<file path="config.mk">
export PLATFORM = sky130hd
export DESIGN_NAME = selfsync_scrambler
export DESIGN_NICKNAME = d
export VERILOG_FILES = /design/src/rtl/sss_pkg.sv /design/src/rtl/sss_seed_bank.sv /design/src/rtl/sss_lfsr_core.sv /design/src/rtl/sss_lock_detect.sv /design/src/rtl/selfsync_scrambler.sv
export SDC_FILE = /design/constraint.sdc
export NUM_CORES = 1
export LEC_CHECK = 0
export CAP_MARGIN = 20
export CELL_PAD_IN_SITES_DETAIL_PLACEMENT = 1
export CELL_PAD_IN_SITES_GLOBAL_PLACEMENT = 1
export CORE_MARGIN = 2
export CORE_UTILIZATION = 46
export DETAILED_ROUTE_END_ITERATION = 16
export GPL_TIMING_DRIVEN = 0
export HOLD_SLACK_MARGIN = 0.15
export MAX_ROUTING_LAYER = met4
export PLACE_DENSITY_LB_ADDON = 0.1
export SYNTH_ARGS = -nofsm -noshare
export SYNTH_HDL_FRONTEND = slang
export SYNTH_HIERARCHICAL = 1
export SYNTH_SLANG_ARGS = --single-unit
</file>
<file path="constraint.sdc">
create_clock -name clk -period 2.7 [get_ports clk]
set_input_delay 0.81 -clock clk [delete_from_list [all_inputs] [get_ports clk]]
set_output_delay 0.81 -clock clk [all_outputs]
set_load 0.05 [all_outputs]
</file>
<file path="src/rtl/sss_pkg.sv">
`timescale 1ns/1ps
package sss_pkg;
  localparam int STAGES  = 7;
  localparam int TAP_A   = 4;
  localparam int TAP_B   = 7;
  localparam int NUM_PER = 4;
  localparam int PERIODS [NUM_PER] = '{1, 2, 4, 6};

  // bit i of a state holds delay stage i+1; stage 1 is the newest bit
  typedef logic [STAGES-1:0] state_t;

  typedef enum logic {DIR_TX = 1'b0, DIR_RX = 1'b1} dir_e;

  function automatic logic key_bit(input state_t s);
    return s[TAP_A-1] ^ s[TAP_B-1];
  endfunction

  function automatic state_t push(input state_t s, input logic b);
    return {s[STAGES-2:0], b};
  endfunction
endpackage

</file>
<file path="src/rtl/sss_seed_bank.sv">
`timescale 1ns/1ps
module sss_seed_bank
  import sss_pkg::*;
#(
  parameter state_t LONG_RST  = 7'h6C,
  parameter state_t SHORT_RST = 7'h1B
)(
  input  logic   clk,
  input  logic   rst_n,
  input  logic   bank_sel,
  input  logic   wr_en,
  input  state_t wr_data,
  output state_t long_q_o,
  output state_t short_q_o
);
  state_t long_q;
  state_t short_q;

  always_ff @(posedge clk or negedge rst_n) begin
    if (!rst_n) begin
      long_q  <= LONG_RST;
      short_q <= SHORT_RST;
    end else if (wr_en) begin
      if (bank_sel) short_q <= wr_data;
      else          long_q  <= wr_data;
    end
  end

  assign long_q_o  = long_q;
  assign short_q_o = short_q;
endmodule

</file>
<file path="src/rtl/sss_lfsr_core.sv">
`timescale 1ns/1ps
module sss_lfsr_core
  import sss_pkg::*;
(
  input  logic   clk,
  input  logic   rst_n,
  input  logic   load,
  input  state_t seed,
  input  logic   step,
  input  dir_e   dir,
  input  logic   din,
  output state_t base_state,
  output logic   dout,
  output logic   shift_bit
);
  state_t state_q;

  always_comb begin
    base_state = load ? seed : state_q;
    dout       = din ^ key_bit(base_state);
    shift_bit  = (dir == DIR_RX) ? din : dout;
  end

  always_ff @(posedge clk or negedge rst_n) begin
    if (!rst_n)    state_q <= '0;
    else if (step) state_q <= push(base_state, shift_bit);
    else if (load) state_q <= seed;
  end
endmodule

</file>
<file path="src/rtl/sss_lock_detect.sv">
`timescale 1ns/1ps
module sss_lock_detect
  import sss_pkg::*;
#(
  parameter int LOCK_RUN = 64
)(
  input  logic   clk,
  input  logic   rst_n,
  input  logic   clear,
  input  logic   step,
  input  logic   new_bit,
  input  state_t hist,
  output logic   locked
);
  localparam int CW = $clog2(LOCK_RUN + 1);

  logic [NUM_PER-1:0] hit;

  for (genvar g = 0; g < NUM_PER; g++) begin : g_per
    localparam int P = PERIODS[g];
    logic [CW-1:0] run_q;
    logic [CW-1:0] run_base;
    logic          same;

    assign same     = (new_bit == hist[P-1]);
    assign run_base = clear ? '0 : run_q;

    always_ff @(posedge clk or negedge rst_n) begin
      if (!rst_n)
        run_q <= '0;
      else if (step)
        run_q <= !same ? '0 :
                 (run_base == CW'(LOCK_RUN)) ? run_base : run_base + CW'(1);
      else if (clear)
        run_q <= '0;
    end

    assign hit[g] = (run_q == CW'(LOCK_RUN));
  end

  logic unused_hist;
  assign unused_hist = ^hist;

  assign locked = |hit;
endmodule

</file>
<file path="src/rtl/selfsync_scrambler.sv">
`timescale 1ns/1ps
module selfsync_scrambler
  import sss_pkg::*;
#(
  parameter int     LOCK_RUN       = 64,
  parameter state_t LONG_SEED_RST  = 7'h6C,
  parameter state_t SHORT_SEED_RST = 7'h1B
)(
  input  logic              clk,
  input  logic              rst_n,
  input  logic              mode_rx,
  input  logic              frame_start,
  input  logic              short_pre,
  input  logic              bank_sel,
  input  logic              seed_we,
  input  logic [STAGES-1:0] seed_wdata,
  output logic [STAGES-1:0] seed_rdata,
  input  logic              in_valid,
  input  logic              in_bit,
  output logic              out_valid,
  output logic              out_bit,
  output logic              lock_flag
);
  state_t long_seed_w;
  state_t short_seed_w;
  state_t load_seed_w;
  state_t base_w;
  dir_e   dir_w;
  logic   dout_w;
  logic   shift_w;
  logic   out_valid_q;
  logic   out_bit_q;

  sss_seed_bank #(
    .LONG_RST  (LONG_SEED_RST),
    .SHORT_RST (SHORT_SEED_RST)
  ) u_bank (
    .clk       (clk),
    .rst_n     (rst_n),
    .bank_sel  (bank_sel),
    .wr_en     (seed_we),
    .wr_data   (seed_wdata),
    .long_q_o  (long_seed_w),
    .short_q_o (short_seed_w)
  );

  assign seed_rdata  = bank_sel  ? short_seed_w : long_seed_w;
  assign load_seed_w = short_pre ? short_seed_w : long_seed_w;
  assign dir_w       = mode_rx   ? DIR_RX : DIR_TX;

  sss_lfsr_core u_core (
    .clk        (clk),
    .rst_n      (rst_n),
    .load       (frame_start),
    .seed       (load_seed_w),
    .step       (in_valid),
    .dir        (dir_w),
    .din        (in_bit),
    .base_state (base_w),
    .dout       (dout_w),
    .shift_bit  (shift_w)
  );

  sss_lock_detect #(
    .LOCK_RUN (LOCK_RUN)
  ) u_lock (
    .clk     (clk),
    .rst_n   (rst_n),
    .clear   (frame_start),
    .step    (in_valid),
    .new_bit (shift_w),
    .hist    (base_w),
    .locked  (lock_flag)
  );

  always_ff @(posedge clk or negedge rst_n) begin
    if (!rst_n) begin
      out_valid_q <= 1'b0;
      out_bit_q   <= 1'b0;
    end else begin
      out_valid_q <= in_valid;
      if (in_valid) out_bit_q <= dout_w;
    end
  end

  assign out_valid = out_valid_q;
  assign out_bit   = out_bit_q;
endmodule

</file>
== Word level (Yosys, flattened, before mapping) ==
Index checks and enable logic that the tools add are counted.
Cells by class
  add/subtract/negate cells: 4
  equality and inequality tests: 12
  multiplexer cells: 22
  bitwise gates (word level): 3
  reductions and logical operators: 3
Operators with widths (number)
  two-way mux 7 bit: 20
  == test 7 bit (second input constant): 8
  adder 7 x 1 -> 7 bit (second input constant): 4
  == test 1 bit: 4
  AND reduction 2 bit: 2
  OR reduction 4 bit: 1
  two-way mux 1 bit: 2
  XOR 1 bit: 2
  NOT 1 bit: 1
Word-level totals
  register bits: 51
  input port bits: 16
  output and inout bits: 10
  word-level logic and storage cells: 53

== Depth between registers and ports, before layout ==
  word-level depth: 8
  mapped depth: 10
  mapped depth without buffers: 8

== Cells and area by module ==
Netlist, hierarchy kept.
By module, submodules not included
  sss_lock_detect: instances 1, cells each 195, area an instance 1719.1 um2
  sss_seed_bank: instances 1, cells each 31, area an instance 575.6 um2
  sss_lfsr_core: instances 1, cells each 35, area an instance 465.4 um2
  selfsync_scrambler: instances 1, cells each 19, area an instance 294.0 um2

== Worst setup path after synthesis ==
Ideal clock, no wire load.
  kind: in2reg
  start point: in short_pre
  end point: reg u_lock.g_per[1].run_q[2]
  arrival: 2.755 ns
  required time: 2.569 ns
  path slack: -0.186 ns
  stages: 10
  buffers on the path: 2
  cell sequence: buf_6 mux2_4 xor2_1 a22o_1 xor2_1 buf_2 xor2_1 nor2_1 a41oi_1 o21ai_0
On the way
  cells in the longest elaborated chain, start to end: 8
RTL lines
  start, declared: RTL line selfsync_scrambler.sv:13  | input logic short_pre,
  two-way mux 7 bit: RTL line selfsync_scrambler.sv:48  | assign load_seed_w = short_pre ? short_seed_w : long_seed_w;
  named net load_seed_w[6]: RTL line selfsync_scrambler.sv:26  | state_t load_seed_w;
  two-way mux 7 bit
  XOR 1 bit: RTL line sss_pkg.sv:15  | return s[TAP_A-1] ^ s[TAP_B-1];
  XOR 1 bit: RTL line sss_lfsr_core.sv:20  | dout = din ^ key_bit(base_state);
  two-way mux 1 bit: RTL line sss_lfsr_core.sv:21  | shift_bit = (dir == DIR_RX) ? din : dout;
  named net shift_w: RTL line selfsync_scrambler.sv:30  | logic shift_w;
  == test 1 bit: RTL line sss_lock_detect.sv:25  | assign same = (new_bit == hist[P-1]);
  two-way mux 7 bit: RTL line sss_lock_detect.sv:32  | run_q <= !same ? '0 :
  two-way mux 7 bit: RTL line sss_lock_detect.sv:31  | else if (step)
  end signal, assigned: RTL line sss_lock_detect.sv:32
  end, declared: RTL line sss_lock_detect.sv:21  | logic [CW-1:0] run_q;
The timed path passes the listed nets, and every way through them passes these cells.
A chain may end at the register's enable or synchronous reset.

== Final worst setup path ==
  start point: in bank_sel
  end point: out seed_rdata[1]
On the way
  cells in the longest elaborated chain, start to end: 1
RTL lines
  start, declared: RTL line selfsync_scrambler.sv:14  | input logic bank_sel,
  two-way mux 7 bit: RTL line selfsync_scrambler.sv:47  | assign seed_rdata = bank_sel ? short_seed_w : long_seed_w;
  end, declared: RTL line selfsync_scrambler.sv:17  | output logic [STAGES-1:0] seed_rdata,
Every way passes these cells.

==> impl_results.md <==
- Status: finished, final reports clean
- CTS root buf: clkbuf_8
- Critical path type: in2out
- Worst r2r path cells: 8
- Total global routing overflow: 0
- Post-synth EDFFs: 0
- Pint: ~1.4 mW
- Max_slew headroom: 0.585
- Worst r2r src: u_bank/long_q_o[3]
- Layout cells sized above 1: 0.304
- Hold Path Class: in2async
- CP delay by family, top: buffers and inverters
- Register area share after synthesis: 0.421
- Flops & latches, synth: slightly above 50
- Final period utilization: 0.977
- Full die area: between 7000 and 8000 sq um
- Net Sw Frac: 0.360
- Final #Nets: 339
- 1st-iter DRT viols: 131
- Post-synth ARST share: 1.00
- Crit path launch: bank_sel
- Ys flop type: dfrtp_1
- Die W: 85.5 microns
- Distinct cell type count after synthesis: 43
- Initial Utilization: 0.478
- Critical Path AT: between 1.5 and 2 ns
- PwrDens: roughly 620 nW/um^2
- Warnings, synthesis: 6
- # IOs: 26
- R2R Setup Slk: ~0.33 ns
- Worst Setup EP: seed_rdata[1]
- WP data required: about 1.9 ns
- Post-Syn Area: about 3000 sq um
- Slowest stage cell, crit path: mux2_4
- Antenna viol nets, final: 0
- Dpl hpwl: 5330 microns
- Area growth syn-to-layout: 18.5%
- Clock-pin slew on the worst setup and hold paths: 0.10 ns
- H-tree Lvls: 2
- Critical Path Max Stage Delay: between 0.3 and 0.4 ns
- RePlAce Congestion: approximately 0.88
- CORE AREA: ~6400 sq um
- Total GRT Usage: 0.226
- # setup viols final: 0
- Comb power frac: 0.381
- Max-Cap Viols: 0
- Crit path launch type: input pin
- Via Count: between 2000 and 2500
- WL/cell: 18.8 microns
- Post-synthesis instance total: 280
- Most common cell after layout, fill and taps aside: dfrtp_1
- Site row count: 29
- Placed Cells incl. Taps: ~380
- ANT cells: 0
- CP endpoint kind: output port
- Max IR drop VDD: 361 uV
- Setup TNS: 0 ns
- CTS tree: yes
- Final Non-Filler Cells: a little under 400
- RR Endpoint: u_lock/g_per[0].run_q[0]
- CP cell instances: dlygate4sd2_1 -> buf_6 -> mux2_4 -> buf_2
- Port Buffer Count: 24
- DRC viols: 0
- WP depth: 4
- Tmin final: about 2.6 ns
- Clk_lat worst skew: 0.31 ns
- Vias in the first global route: between 2000 and 2500
- Drt first pass iters: 4
- Area of the multi-input gates: 1780 sq um
- First-pass GRT wire length: 12600 microns
- Sequential power share: 0.424
- Synthesized Nets: roughly 300
- RSZ-0062 raised after global routing: yes
- Vias per cell: 5.83
- Clock Sink Count: 51
- Final wirelength: approximately 7400 microns
- Final hold violation count: 0
- Sequential standard cell area: 1290 sq um
- Mapped Avg Cell Area: around 11 sq um
- Fillcell total: 702
- CTS Buffer Depth: 2
- Clock power frac: 0.195
- CTS Buf Count: 5
- Worst-Margin Slew: 0.623 ns
- Largest net degree at the start of global routing: 28
- Most frequent cells in the layout: dfrtp_1, mux2_4, nor2_1, o21ai_0, mux2_2
- Initial antenna violation count: 0
- Hold buffers post-CTS: 0
- Fin Clk Skew: 0.0164 ns
- CP Buf/Inv Count: 3
- Leak Pwr: around 1.6 nW
- Die height: ~85 microns
- Crit-path max FO: 7
- Final slew viol count: 0
- Max frequency: approximately 380 MHz
- Net Switching: approximately 0.81 mW
per-layer routing:
layer,wire length (microns),global-route usage,vias up
met5,0,-,-
met4,92,0.0577,0
met3,221,0.0292,8
met2,3680,0.372,37
met1,3410,0.295,1165
li1,-,-,1083
flip-flops by register name, indices dropped and copies added (netlist names):
name and cells:
out_bit 1, out_valid 1, u_bank/long_q_o 7, u_bank/short_q_o 7
u_core/state_q 7, u_lock/g_per.run_q 28
cell type report:
type | instances | area share
Sequential cell | 51 | 0.356
Buffer | 11 | 0.0277
Inverter | 10 | 0.0104
Multi-Input combinational cell | 209 | 0.491
Timing Repair Buffer | 27 | 0.0660
Clock buffer | 8 | 0.0221
Tap cell | 77 | 0.0266
power by group through the flow:
stage | Combinational [mW] | Sequential (mW) | Clock [mW]
floorplan | 0.568 | 0.970 | 0
detailed placement | 0.805 | 0.965 | 0
global route | 0.937 | 0.973 | 0.481
CTS | 0.806 | 0.953 | 0.450
finish | 0.861 | 0.957 | 0.439
global placement | 0.786 | 0.959 | 0
worst min-delay path by stage:
stage / from / cells after the start / end / slack (ns)
global placement: out_bit / 1 / out_bit / 0.49
global route: rst_n / 1 / u_lock/g_per[0].run_q[6] / 0.54
floorplan: u_bank/short_q_o[2] / 1 / u_bank/short_q_o[2] / 0.50
detailed placement: out_bit / 1 / out_bit / 0.51
finish: rst_n / 1 / out_valid / 0.51
CTS: rst_n / 1 / out_valid / 0.53
worst reg2reg max path, cell delays in order, from the launching register on:
cell and delay (ns):
dfstp_2 0.55, mux2_4 0.18, xor2_2 0.18, a22o_1 0.21, xor2_1 0.19, buf_6 0.23, xor2_4 0.11, or4_4 0.51
a31oi_1 0.16
cells in the mapped netlist (4+ instances only):
master / number / area (sq um)
ha_1: 8 / 100
buf_6: 4 / 45.0
a211oi_1: 4 / 30.0
dfrtp_1: 43 / 1080
nand2b_1: 8 / 50.1
and3_1: 7 / 43.8
inv_1: 9 / 33.8
a31oi_1: 8 / 50.1
nand3_1: 8 / 40.0
nor2b_1: 6 / 37.5
a21oi_1: 8 / 40.0
xor2_1: 15 / 131
nand2_1: 13 / 48.8
nand4_1: 11 / 68.8
o21ai_0: 15 / 75.1
mux2_4: 28 / 420
dfstp_2: 8 / 210
nor3_1: 7 / 35.0
nor2_1: 16 / 60.1
nor4_1: 4 / 25.0
mux2_2: 14 / 158
xnor2_1: 4 / 35.0
stage by stage:
| step | hold slack, ns | power [mW] | area (sq um) | utilization | setup WS [ns] |
|---|---|---|---|---|---|
| finish | 0.507 | 2.26 | 3620 | 0.567 | 0.0627 |
| global route | 0.544 | 2.39 | 3620 | 0.567 | -0.0328 |
| CTS | 0.527 | 2.21 | 3530 | 0.552 | 0.0233 |
| floorplan | 0.503 | 1.54 | 3110 | - | -0.0981 |
| detailed placement | 0.507 | 1.77 | 3460 | 0.542 | -0.757 |
| global placement | 0.491 | 1.74 | 3440 | 0.539 | -0.804 |
kinds of logic (layout without fill, tap and decap cells):
logic type               Yosys count  count (layout)  synth area share
AO/OA/AOI/OAI                     45              45            0.0930
XOR/XNOR                          19              20            0.0545
adder cells (fa/ha/maj)            8               8            0.0328
buffers and inverters             21              56            0.0389
flip-flops                        51              51             0.421
multiplexers                      43              43             0.193
AND/OR/NAND/NOR                   93              93             0.167
what timing repair did:
action	CTS	global route
pin swaps	0	4
setup endpoints to repair	32	12
gates cloned	0	1
gates resized for setup	48	12
setup buffers	0	2
No activity file was read; power rests on OpenSTA's default activity.
